File: src/rtl/cache2w_pkg.sv
package cache2w_pkg;
    localparam int NWAYS = 2;

    typedef enum logic [2:0] {
        ST_IDLE,
        ST_LOOKUP,
        ST_FETCH,
        ST_FILL,
        ST_REPLY
    } cstate_t;
endpackage

File: src/rtl/c2w_tags.sv
module c2w_tags
    import cache2w_pkg::*;
#(
    parameter int SETS  = 8,
    parameter int TAG_W = 7,
    localparam int IDX_W = $clog2(SETS)
) (
    input  logic             clk,
    input  logic             rst_n,
    input  logic [IDX_W-1:0] set_idx,
    input  logic [TAG_W-1:0] look_tag,
    output logic             hit,
    output logic             hit_way,
    output logic             victim_way,
    input  logic             touch_en,
    input  logic             touch_way,
    input  logic             inval_en,
    input  logic             fill_en,
    input  logic             fill_way,
    input  logic [TAG_W-1:0] fill_tag
);
    logic [NWAYS-1:0] valid_q [SETS];
    logic [TAG_W-1:0] tag_q   [SETS][NWAYS];
    logic             lru_q   [SETS];   // way to evict next
    logic [NWAYS-1:0] way_hit;

    for (genvar w = 0; w < NWAYS; w++) begin : g_cmp
        assign way_hit[w] = valid_q[set_idx][w] && (tag_q[set_idx][w] == look_tag);
    end

    assign hit     = |way_hit;
    assign hit_way = way_hit[1];

    always_comb begin
        if (!valid_q[set_idx][0])      victim_way = 1'b0;
        else if (!valid_q[set_idx][1]) victim_way = 1'b1;
        else                           victim_way = lru_q[set_idx];
    end

    always_ff @(posedge clk) begin
        if (!rst_n) begin
            for (int s = 0; s < SETS; s++) begin
                valid_q[s] <= '0;
                lru_q[s]   <= 1'b0;
            end
        end else begin
            if (inval_en) valid_q[set_idx][fill_way] <= 1'b0;
            if (fill_en)  valid_q[set_idx][fill_way] <= 1'b1;
            if (touch_en) lru_q[set_idx] <= ~touch_way;
        end
    end

    always_ff @(posedge clk) begin
        if (fill_en) tag_q[set_idx][fill_way] <= fill_tag;
    end

    // a tag may live in at most one way of a set
    a_r3_single_way_hit: assert property (@(posedge clk) disable iff (!rst_n)
        $onehot0(way_hit));

    // an invalid way is never passed over for a valid one
    a_r7_empty_way_first: assert property (@(posedge clk) disable iff (!rst_n)
        inval_en |-> !valid_q[set_idx][fill_way] || (&valid_q[set_idx]));
endmodule

File: src/rtl/c2w_data.sv
module c2w_data
    import cache2w_pkg::*;
#(
    parameter int SETS   = 8,
    parameter int WORDS  = 4,
    parameter int DATA_W = 32,
    localparam int IDX_W = $clog2(SETS),
    localparam int OFF_W = $clog2(WORDS),
    localparam int DEPTH = NWAYS * SETS * WORDS,
    localparam int AW    = $clog2(DEPTH)
) (
    input  logic              clk,
    input  logic [IDX_W-1:0]  set_idx,
    input  logic              rd_way,
    input  logic [OFF_W-1:0]  rd_off,
    output logic [DATA_W-1:0] rd_data,
    input  logic              wr_en,
    input  logic              wr_way,
    input  logic [OFF_W-1:0]  wr_off,
    input  logic [DATA_W-1:0] wr_data
);
    logic [DATA_W-1:0] store_q [DEPTH];
    logic [AW-1:0]     rd_ix;
    logic [AW-1:0]     wr_ix;

    assign rd_ix   = {rd_way, set_idx, rd_off};
    assign wr_ix   = {wr_way, set_idx, wr_off};
    assign rd_data = store_q[rd_ix];

    always_ff @(posedge clk) begin
        if (wr_en) store_q[wr_ix] <= wr_data;
    end
endmodule

File: src/rtl/c2w_ctrl.sv
module c2w_ctrl
    import cache2w_pkg::*;
#(
    parameter int ADDR_W = 12,
    parameter int SETS   = 8,
    parameter int WORDS  = 4,
    parameter int DATA_W = 32,
    localparam int IDX_W = $clog2(SETS),
    localparam int OFF_W = $clog2(WORDS),
    localparam int TAG_W = ADDR_W - IDX_W - OFF_W
) (
    input  logic              clk,
    input  logic              rst_n,
    input  logic              req_valid,
    input  logic [ADDR_W-1:0] req_addr,
    output logic              req_ready,
    output logic              resp_valid,
    output logic [DATA_W-1:0] resp_data,
    output logic              mem_req,
    output logic [ADDR_W-1:0] mem_addr,
    input  logic              mem_rvalid,
    input  logic [DATA_W-1:0] mem_rdata,
    output logic [IDX_W-1:0]  set_idx,
    output logic [TAG_W-1:0]  cur_tag,
    output logic [OFF_W-1:0]  cur_off,
    input  logic              hit,
    input  logic              hit_way,
    input  logic              victim_way,
    output logic              touch_en,
    output logic              touch_way,
    output logic              inval_en,
    output logic              fill_en,
    output logic              fill_way,
    input  logic [DATA_W-1:0] rd_data,
    output logic              wr_en,
    output logic [OFF_W-1:0]  wr_off
);
    localparam logic [OFF_W-1:0] LAST_BEAT = OFF_W'(WORDS - 1);

    cstate_t           state_q, state_d;
    logic [ADDR_W-1:0] addr_q;
    logic              way_q;
    logic [OFF_W-1:0]  beat_q;
    logic [DATA_W-1:0] word_q;
    logic              last_beat;

    assign cur_off   = addr_q[OFF_W-1:0];
    assign set_idx   = addr_q[OFF_W +: IDX_W];
    assign cur_tag   = addr_q[ADDR_W-1 -: TAG_W];
    assign last_beat = (state_q == ST_FILL) && mem_rvalid && (beat_q == LAST_BEAT);

    // next state
    always_comb begin
        state_d = state_q;
        unique case (state_q)
            ST_IDLE:   if (req_valid) state_d = ST_LOOKUP;
            ST_LOOKUP: state_d = hit ? ST_REPLY : ST_FETCH;
            ST_FETCH:  state_d = ST_FILL;
            ST_FILL:   if (last_beat) state_d = ST_REPLY;
            ST_REPLY:  state_d = ST_IDLE;
            default:   state_d = ST_IDLE;
        endcase
    end

    // state register
    always_ff @(posedge clk) begin
        if (!rst_n) state_q <= ST_IDLE;
        else        state_q <= state_d;
    end

    // outputs
    always_comb begin
        req_ready  = 1'b0;
        resp_valid = 1'b0;
        mem_req    = 1'b0;
        touch_en   = 1'b0;
        touch_way  = way_q;
        inval_en   = 1'b0;
        fill_en    = 1'b0;
        fill_way   = way_q;
        wr_en      = 1'b0;
        unique case (state_q)
            ST_IDLE:   req_ready = 1'b1;
            ST_LOOKUP: begin
                touch_en  = hit;
                touch_way = hit_way;
            end
            ST_FETCH: begin
                mem_req  = 1'b1;
                inval_en = 1'b1;
            end
            ST_FILL: begin
                wr_en    = mem_rvalid;
                fill_en  = last_beat;
                touch_en = last_beat;
            end
            ST_REPLY:  resp_valid = 1'b1;
            default:   req_ready = 1'b0;
        endcase
    end

    assign wr_off    = beat_q;
    assign mem_addr  = {addr_q[ADDR_W-1:OFF_W], {OFF_W{1'b0}}};
    assign resp_data = word_q;

    // datapath registers
    always_ff @(posedge clk) begin
        if (!rst_n) begin
            addr_q <= '0;
            way_q  <= 1'b0;
            beat_q <= '0;
            word_q <= '0;
        end else begin
            if (state_q == ST_IDLE && req_valid) addr_q <= req_addr;
            if (state_q == ST_LOOKUP) begin
                way_q  <= victim_way;
                beat_q <= '0;
                if (hit) word_q <= rd_data;
            end
            if (state_q == ST_FILL && mem_rvalid) begin
                beat_q <= beat_q + 1'b1;
                if (beat_q == cur_off) word_q <= mem_rdata;
            end
        end
    end

    a_r3_reply_one_cycle: assert property (@(posedge clk) disable iff (!rst_n)
        resp_valid |=> !resp_valid);

    a_r4_fetch_one_cycle: assert property (@(posedge clk) disable iff (!rst_n)
        mem_req |=> !mem_req);

    a_r6_busy_not_ready: assert property (@(posedge clk) disable iff (!rst_n)
        (mem_req || resp_valid) |-> !req_ready);

    a_r5_reply_after_last_beat: assert property (@(posedge clk) disable iff (!rst_n)
        last_beat |=> resp_valid);

    a_r6_ready_after_reply: assert property (@(posedge clk) disable iff (!rst_n)
        resp_valid |=> req_ready);
endmodule

File: src/rtl/cache2w_top.sv
module cache2w_top
    import cache2w_pkg::*;
#(
    parameter int ADDR_W = 12,
    parameter int SETS   = 8,
    parameter int WORDS  = 4,
    parameter int DATA_W = 32,
    localparam int IDX_W = $clog2(SETS),
    localparam int OFF_W = $clog2(WORDS),
    localparam int TAG_W = ADDR_W - IDX_W - OFF_W
) (
    input  logic              clk,
    input  logic              rst_n,
    input  logic              req_valid,
    input  logic [ADDR_W-1:0] req_addr,
    output logic              req_ready,
    output logic              resp_valid,
    output logic [DATA_W-1:0] resp_data,
    output logic              mem_req,
    output logic [ADDR_W-1:0] mem_addr,
    input  logic              mem_rvalid,
    input  logic [DATA_W-1:0] mem_rdata
);
    logic [IDX_W-1:0]  set_idx;
    logic [TAG_W-1:0]  cur_tag;
    logic [OFF_W-1:0]  cur_off;
    logic              hit, hit_way, victim_way;
    logic              touch_en, touch_way, inval_en, fill_en, fill_way;
    logic [DATA_W-1:0] rd_data;
    logic              wr_en;
    logic [OFF_W-1:0]  wr_off;

    c2w_ctrl #(.ADDR_W(ADDR_W), .SETS(SETS), .WORDS(WORDS), .DATA_W(DATA_W)) u_ctrl (
        .clk(clk), .rst_n(rst_n),
        .req_valid(req_valid), .req_addr(req_addr), .req_ready(req_ready),
        .resp_valid(resp_valid), .resp_data(resp_data),
        .mem_req(mem_req), .mem_addr(mem_addr),
        .mem_rvalid(mem_rvalid), .mem_rdata(mem_rdata),
        .set_idx(set_idx), .cur_tag(cur_tag), .cur_off(cur_off),
        .hit(hit), .hit_way(hit_way), .victim_way(victim_way),
        .touch_en(touch_en), .touch_way(touch_way), .inval_en(inval_en),
        .fill_en(fill_en), .fill_way(fill_way),
        .rd_data(rd_data), .wr_en(wr_en), .wr_off(wr_off)
    );

    c2w_tags #(.SETS(SETS), .TAG_W(TAG_W)) u_tags (
        .clk(clk), .rst_n(rst_n), .set_idx(set_idx), .look_tag(cur_tag),
        .hit(hit), .hit_way(hit_way), .victim_way(victim_way),
        .touch_en(touch_en), .touch_way(touch_way), .inval_en(inval_en),
        .fill_en(fill_en), .fill_way(fill_way), .fill_tag(cur_tag)
    );

    c2w_data #(.SETS(SETS), .WORDS(WORDS), .DATA_W(DATA_W)) u_data (
        .clk(clk), .set_idx(set_idx),
        .rd_way(hit_way), .rd_off(cur_off), .rd_data(rd_data),
        .wr_en(wr_en), .wr_way(fill_way), .wr_off(wr_off), .wr_data(mem_rdata)
    );
endmodule

File: config.mk
export PLATFORM = sky130hd
export DESIGN_NAME = cache2w_top
export DESIGN_NICKNAME = d
export VERILOG_FILES = /design/src/rtl/cache2w_pkg.sv /design/src/rtl/c2w_tags.sv /design/src/rtl/c2w_data.sv /design/src/rtl/c2w_ctrl.sv /design/src/rtl/cache2w_top.sv
export SDC_FILE = /design/constraint.sdc
export NUM_CORES = 2
export LEC_CHECK = 0
export BUFFER_PORTS_ARGS = -buffer_cell sky130_fd_sc_hd__buf_2
export CELL_PAD_IN_SITES_DETAIL_PLACEMENT = 1
export CELL_PAD_IN_SITES_GLOBAL_PLACEMENT = 1
export CORE_MARGIN = 2
export CORE_UTILIZATION = 35
export CTS_BUF_LIST = sky130_fd_sc_hd__clkbuf_2 sky130_fd_sc_hd__clkbuf_4 sky130_fd_sc_hd__clkbuf_8
export DETAILED_ROUTE_END_ITERATION = 10
export PLACE_DENSITY_LB_ADDON = 0.1
export SYNTH_ARGS = -nofsm -noshare
export SYNTH_HDL_FRONTEND = slang
export SYNTH_SLANG_ARGS = --single-unit
File: constraint.sdc
create_clock -name clk -period 4.7 [get_ports clk]
set_clock_uncertainty 0.1 [all_clocks]
set_input_delay 0.705 -clock clk [delete_from_list [all_inputs] [get_ports clk]]
set_output_delay 0.705 -clock clk [all_outputs]
set_load 0.01 [all_outputs]
# Word-level counts from Yosys, hierarchy flattened
# Memory sizes are Yosys's and may differ from the RTL's. A register that Yosys moved wholly into a read port is not among the register bits.
# Cells that the tools add are included.
[word_totals]
out_inout_bits = 47
reg_bits = 50
ramBits = 2184
romBits = 0
latch_bits = 0
mem_count = 4
word_cells = 91
[classes]
eq_ne = 10
shifts = 0
n_addsub = 1
magnitude_cmp = 4
multipliers = 0
reduce_logical = 13
div_mod_pow = 0
mux = 50
n_bitwise = 4
[mem_list]
columns = ["name", "depth", "word_bits", "read_ports", "rd_clocked_by_memory_dff", "wr", "line", "rtl"]
rows = [
  ["u_data.store_q", 64, 32, 1, 0, 1, "c2w_data.sv:22", "logic [DATA_W-1:0] store_q [DEPTH];"],
  ["u_tags.tag_q", 8, 14, 1, 1, 1, "c2w_tags.sv:23", "logic [TAG_W-1:0] tag_q [SETS][NWAYS];"],
  ["u_tags.valid_q", 8, 2, 1, 1, 8, "c2w_tags.sv:22", "logic [NWAYS-1:0] valid_q [SETS];"],
  ["u_tags.lru_q", 8, 1, 1, 1, 8, "c2w_tags.sv:24", "logic lru_q [SETS];"],
]
[op_table]
columns = ["op", "n"]
rows = [
  ["$mux W32", 4],
  ["$mux W3", 11],
  ["$mux W1", 23],
  ["$eq A7 B7 Y1", 2],
  ["$mux W14", 1],
  ["$mux W2", 6],
  ["$pmux W3 S4", 1],
  ["$demux W7 S1", 1],
  ["$logic_and A1 B1 Y1", 7],
  ["$mux W7", 1],
  ["$eq A3 B2 Y1 const B", 2],
  ["$reduce_or A2 Y1", 2],
  ["$eq A3 B1 Y1 const B", 1],
  ["$eq A3 B3 Y1 const B", 1],
  ["$logic_not A3 Y1", 1],
  ["$add A2 B1 Y2 const B", 1],
  ["$eq A2 B2 Y1", 1],
  ["$eq A2 B2 Y1 const B", 1],
  ["$ge A2 B2 Y1 const B", 1],
  ["$lt A1 B2 Y1 const B", 1],
  ["$lt A2 B1 Y1 const B", 1],
  ["$ne A2 B1 Y1 const B", 1],
  ["$ne A2 B2 Y1 const B", 1],
  ["$not A1 Y2", 1],
  ["other kinds (8)", 9],
]

# Longest topological paths before layout
[logic_depth]
word_depth = 10
ltp_mapped = 13
depth_no_buf = 8

# Hierarchy
# From an unflattened synthesis, not the netlist that was laid out.
[unflattened]
hier_cells = 4117
area_unflattened_um2 = 86724.4
[by_module_without_submodules]
columns = ["mod", "area_each_um2", "seq_area_each_um2", "cells_per_inst", "instances"]
rows = [
  ["c2w_data", 78356.4, 61499.0, 3481, 1],
  ["c2w_tags", 5758.0, 4003.8, 379, 1],
  ["c2w_ctrl", 2610.0, 1001.0, 257, 1],
]

# Worst setup path after synthesis
# OpenSTA, ideal clock, no wires.
[synth_path]
path_kind = "input-to-reg"
startpoint = "in mem_rvalid"
endpoint = "mem u_data.store_q[30][0] (enable)"
stages = 4
t_required_ns = 4.179
setup_ns = 0.421
t_arrival_ns = 2.869
slack_ns = 1.310
path_cell_list = "and4b_1 nor2b_1 nand3_1 nor2_1"
[synth_between]
elab_chain_len = 3
[synth_lines]
columns = ["element", "line", "rtl"]
rows = [
  ["start: declaration", "cache2w_top.sv:21", "input logic mem_rvalid,"],
  ["$mux W1", "c2w_ctrl.sv:82", "unique case (state_q)"],
  ["$mux W1", "c2w_data.sv:31", "if (wr_en) store_q[wr_ix] <= wr_data;"],
  ["$mux W1 (not written as such)", "c2w_data.sv:31", ""],
  ["end: declaration", "c2w_data.sv:22", ""],
]
# No other way between the ends.

==> metrics.txt <==
vias in the first global route 45000; register bit total from synthesis 2237; Pwr Total 42.1 mW; Synth top area share 77.3%; RSZ-0062 raised after global routing no; H-tree depth 5; final hold vios 0; initial drt markers 3826; # nets final 4325; status completed; most frequent cells after synthesis edfxtp_1, mux4_2, a22oi_1, nor2_1, clkbuf_1; Pwr Density 427 nW/µm²; 1st-pass router iterations 5; worst hold margin 0.136 ns; IO Count 95; # setup viols final 0; Max Cap Violations 0; DPL Wire Length 146000 µm; Slew Viols, Final 0; total grt overflow 0; leak pwr 30.1 nW; CP Launch Type flip-flop; CTS root buf clkbuf_8; post-CTS resize count 0; grt met1 use 29.5%; I/O Buffers 92; WHS Path Cells 1; die width 495 µm; syn_area_per_cell 22.6 µm²; Post CTS Setup Buffer Count 0; Tcrit/Tclk final 87.3%; Synth area leader edfxtp_1; placed insts 7024; gp weighted congestion 0.742; Total Routed Length 255000 µm; worst vdd ir 0.320 mV; sequential-to-total area share from yosys stat 78.8%; CP arrival 4.95 ns; hold_sp mem_rdata[27]; internal reg-to-reg setup slack 0.59 ns; Post-synth EDFFs 2176; class of the worst hold path in -> reg; Max Freq 0.244 GHz; Least-Margin Pin Slew 1.20 ns; synthesis-to-layout area growth 16.9%; initial antenna violation count 6; die area 245000 µm²; Final Non-Filler Cells 7767; met3 GRT Util 3.54%; layout cells sized above 1 33.6%; # fillers 22400; Ys Warns 0; clk slew on worst S/H paths 0.06 ns; Final min period 4.11 ns; Fin Setup TNS 0 ns; met2 global-route usage 33.7%; fraction of registers with async set/reset 0%; top post-synthesis cells by area edfxtp_1, mux4_2, a22oi_1, dfxtp_1, mux2i_1; drc violations 0; drt via density 5.42; CP Class reg -> reg; reg2reg path depth 9; Setup crit end kind flip-flop; R2R Path End u_ctrl.resp_data[1]; Core Area 240000 µm²; Clock Sink Count 2237; synthesized area 84500 µm²; ANT nets after route 0; number of core rows 180; Worst slew margin 19.7%; clk buf depth 4; gr busiest metal met2; via count 42100; Mapped Cells 3736; CTS tree yes; CTS buffer count 403; Synth cell types 49; Hold EP u_data.store_q[49][27]; largest net degree at the start of global routing 66; critical path required time 5.54 ns; Critical Path Fanout Max 37; clock insertion delay at the later pin of the skew report 1.11 ns; most common cell in the netlist edfxtp_1; die height 495 µm; first-pass GRT wire length 358000 µm; Initial Util 35.2%; wire per inst 32.8 µm; Main synth FF type edfxtp_1; global-route total usage across every layer 20.8%
==> flip-flops by register name, indices dropped and copies added, names as in the netlist, named ones only <==
| signal | cells |
|---|---|
| u_ctrl.fill_way | 1 |
| u_ctrl.wr_off | 2 |
| u_tags.lru_q | 8 |
| u_ctrl.state_q | 3 |
| u_tags.tag_q | 112 |
| u_data.store_q | 2048 |
| u_ctrl.addr_q | 12 |
| u_tags.valid_q | 16 |
| u_ctrl.resp_data | 32 |
==> power by group <==
part	total, mW	internal [mW]	switching [mW]
clock	17.7	9.66	8.00
sequential	22.0	21.9	0.0696
combinational	2.49	0.932	1.56
total	42.1	32.5	9.63
==> layout make-up <==
class	count	area [µm²]	share of cell area [%]
diodes	5	12.5	0.0127
multi-input cells	1286	17600	17.8
clock inverters	165	961	0.973
repair buffers	347	2970	3.01
clock buffers	541	6650	6.73
inverters	1	3.75	0.00380
well taps	3185	3990	4.04
flip-flops and latches	2237	66600	67.4
==> logic make-up (layout without fill, tap and decap cells) <==
| logic type | Yosys count | in the layout | synth area share [%] |
|---|---|---|---|
| AO/OA/AOI/OAI | 351 | 351 | 3.12 |
| adder cells (fa/ha/maj) | 1 | 1 | 0.0148 |
| multiplexers | 608 | 608 | 15.1 |
| buffers and inverters | 214 | 1054 | 1.04 |
| AND/OR/NAND/NOR | 311 | 311 | 1.75 |
| XOR/XNOR | 13 | 13 | 0.135 |
| other | 1 | 7 | 0.00444 |
| flip-flops | 2237 | 2237 | 78.8 |
==> layout by cell type, fill, tap and decap left out, types with 4 or more instances in the layout <==
cell / count
a21boi_0: 13
a21oi_1: 13
a221o_1: 31
a221oi_1: 5
a22oi_1: 254
and3_1: 4
buf_12: 41
buf_2: 91
buf_4: 183
bufinv_16: 10
clkbuf_4: 128
clkbuf_8: 413
clkinv_1: 111
clkinv_2: 37
dfxtp_1: 58
diode_2: 5
dlygate4sd3_1: 32
edfxtp_1: 2176
inv_6: 5
mux2_2: 11
mux2i_1: 62
mux4_2: 535
nand2_1: 57
nand2b_1: 7
nand3_1: 8
nand4_1: 63
nor2_1: 69
nor2_4: 65
nor2b_1: 10
nor3b_1: 4
o21ai_0: 17
o22ai_1: 4
xor2_1: 11
==> timing repair <==
item | CTS | global route
setup endpoints to repair | 0 | 0
endpoints found under the hold margin | 214 | 0
hold buffers | 32 | 0
==> through the flow <==
step | cell area [µm²] | worst slack (ns) | utilization (%)
2_1_floorplan | 84500 | 1.31 | -
3_3_place_gp | 90800 | 0.632 | 37.8
3_5_place_dp | 90800 | 0.656 | 37.8
4_1_cts | 98700 | 0.558 | 41.1
5_1_grt | 98700 | 0.270 | 41.1
6_report | 98700 | 0.595 | 41.1
==> worst max-delay path, stage by stage (launching register included) <==
cell       delay, ns
dfxtp_1         0.69
mux4_2          0.57
mux2i_1         0.21
xor2_1          0.20
o2111ai_1       0.22
nor4_2          0.49
buf_12          0.30
o21ai_1         0.12
and3b_2         0.49
a221o_1         0.46
==> worst max path at each step <==
stage / depth (start not counted) / endpoint / slack [ns] / from
after floorplan: 4 / u_data.store_q[30][0] / 1.31 / mem_rvalid
after global placement: 10 / u_ctrl.resp_data[26] / 0.63 / flip-flop
after detailed placement: 9 / u_ctrl.resp_data[1] / 0.66 / flip-flop
after CTS: 9 / u_ctrl.resp_data[3] / 0.56 / flip-flop
after global routing: 9 / u_ctrl.resp_data[3] / 0.27 / flip-flop
final: 9 / u_ctrl.resp_data[1] / 0.59 / flip-flop
==> layer usage <==
metal	routed length, µm	up-vias
li1	-	17200
met3	11900	303
met2	124000	1145
met5	0	-
met4	4340	0
met1	115000	23400
Power figures use the tool's default switching activity.
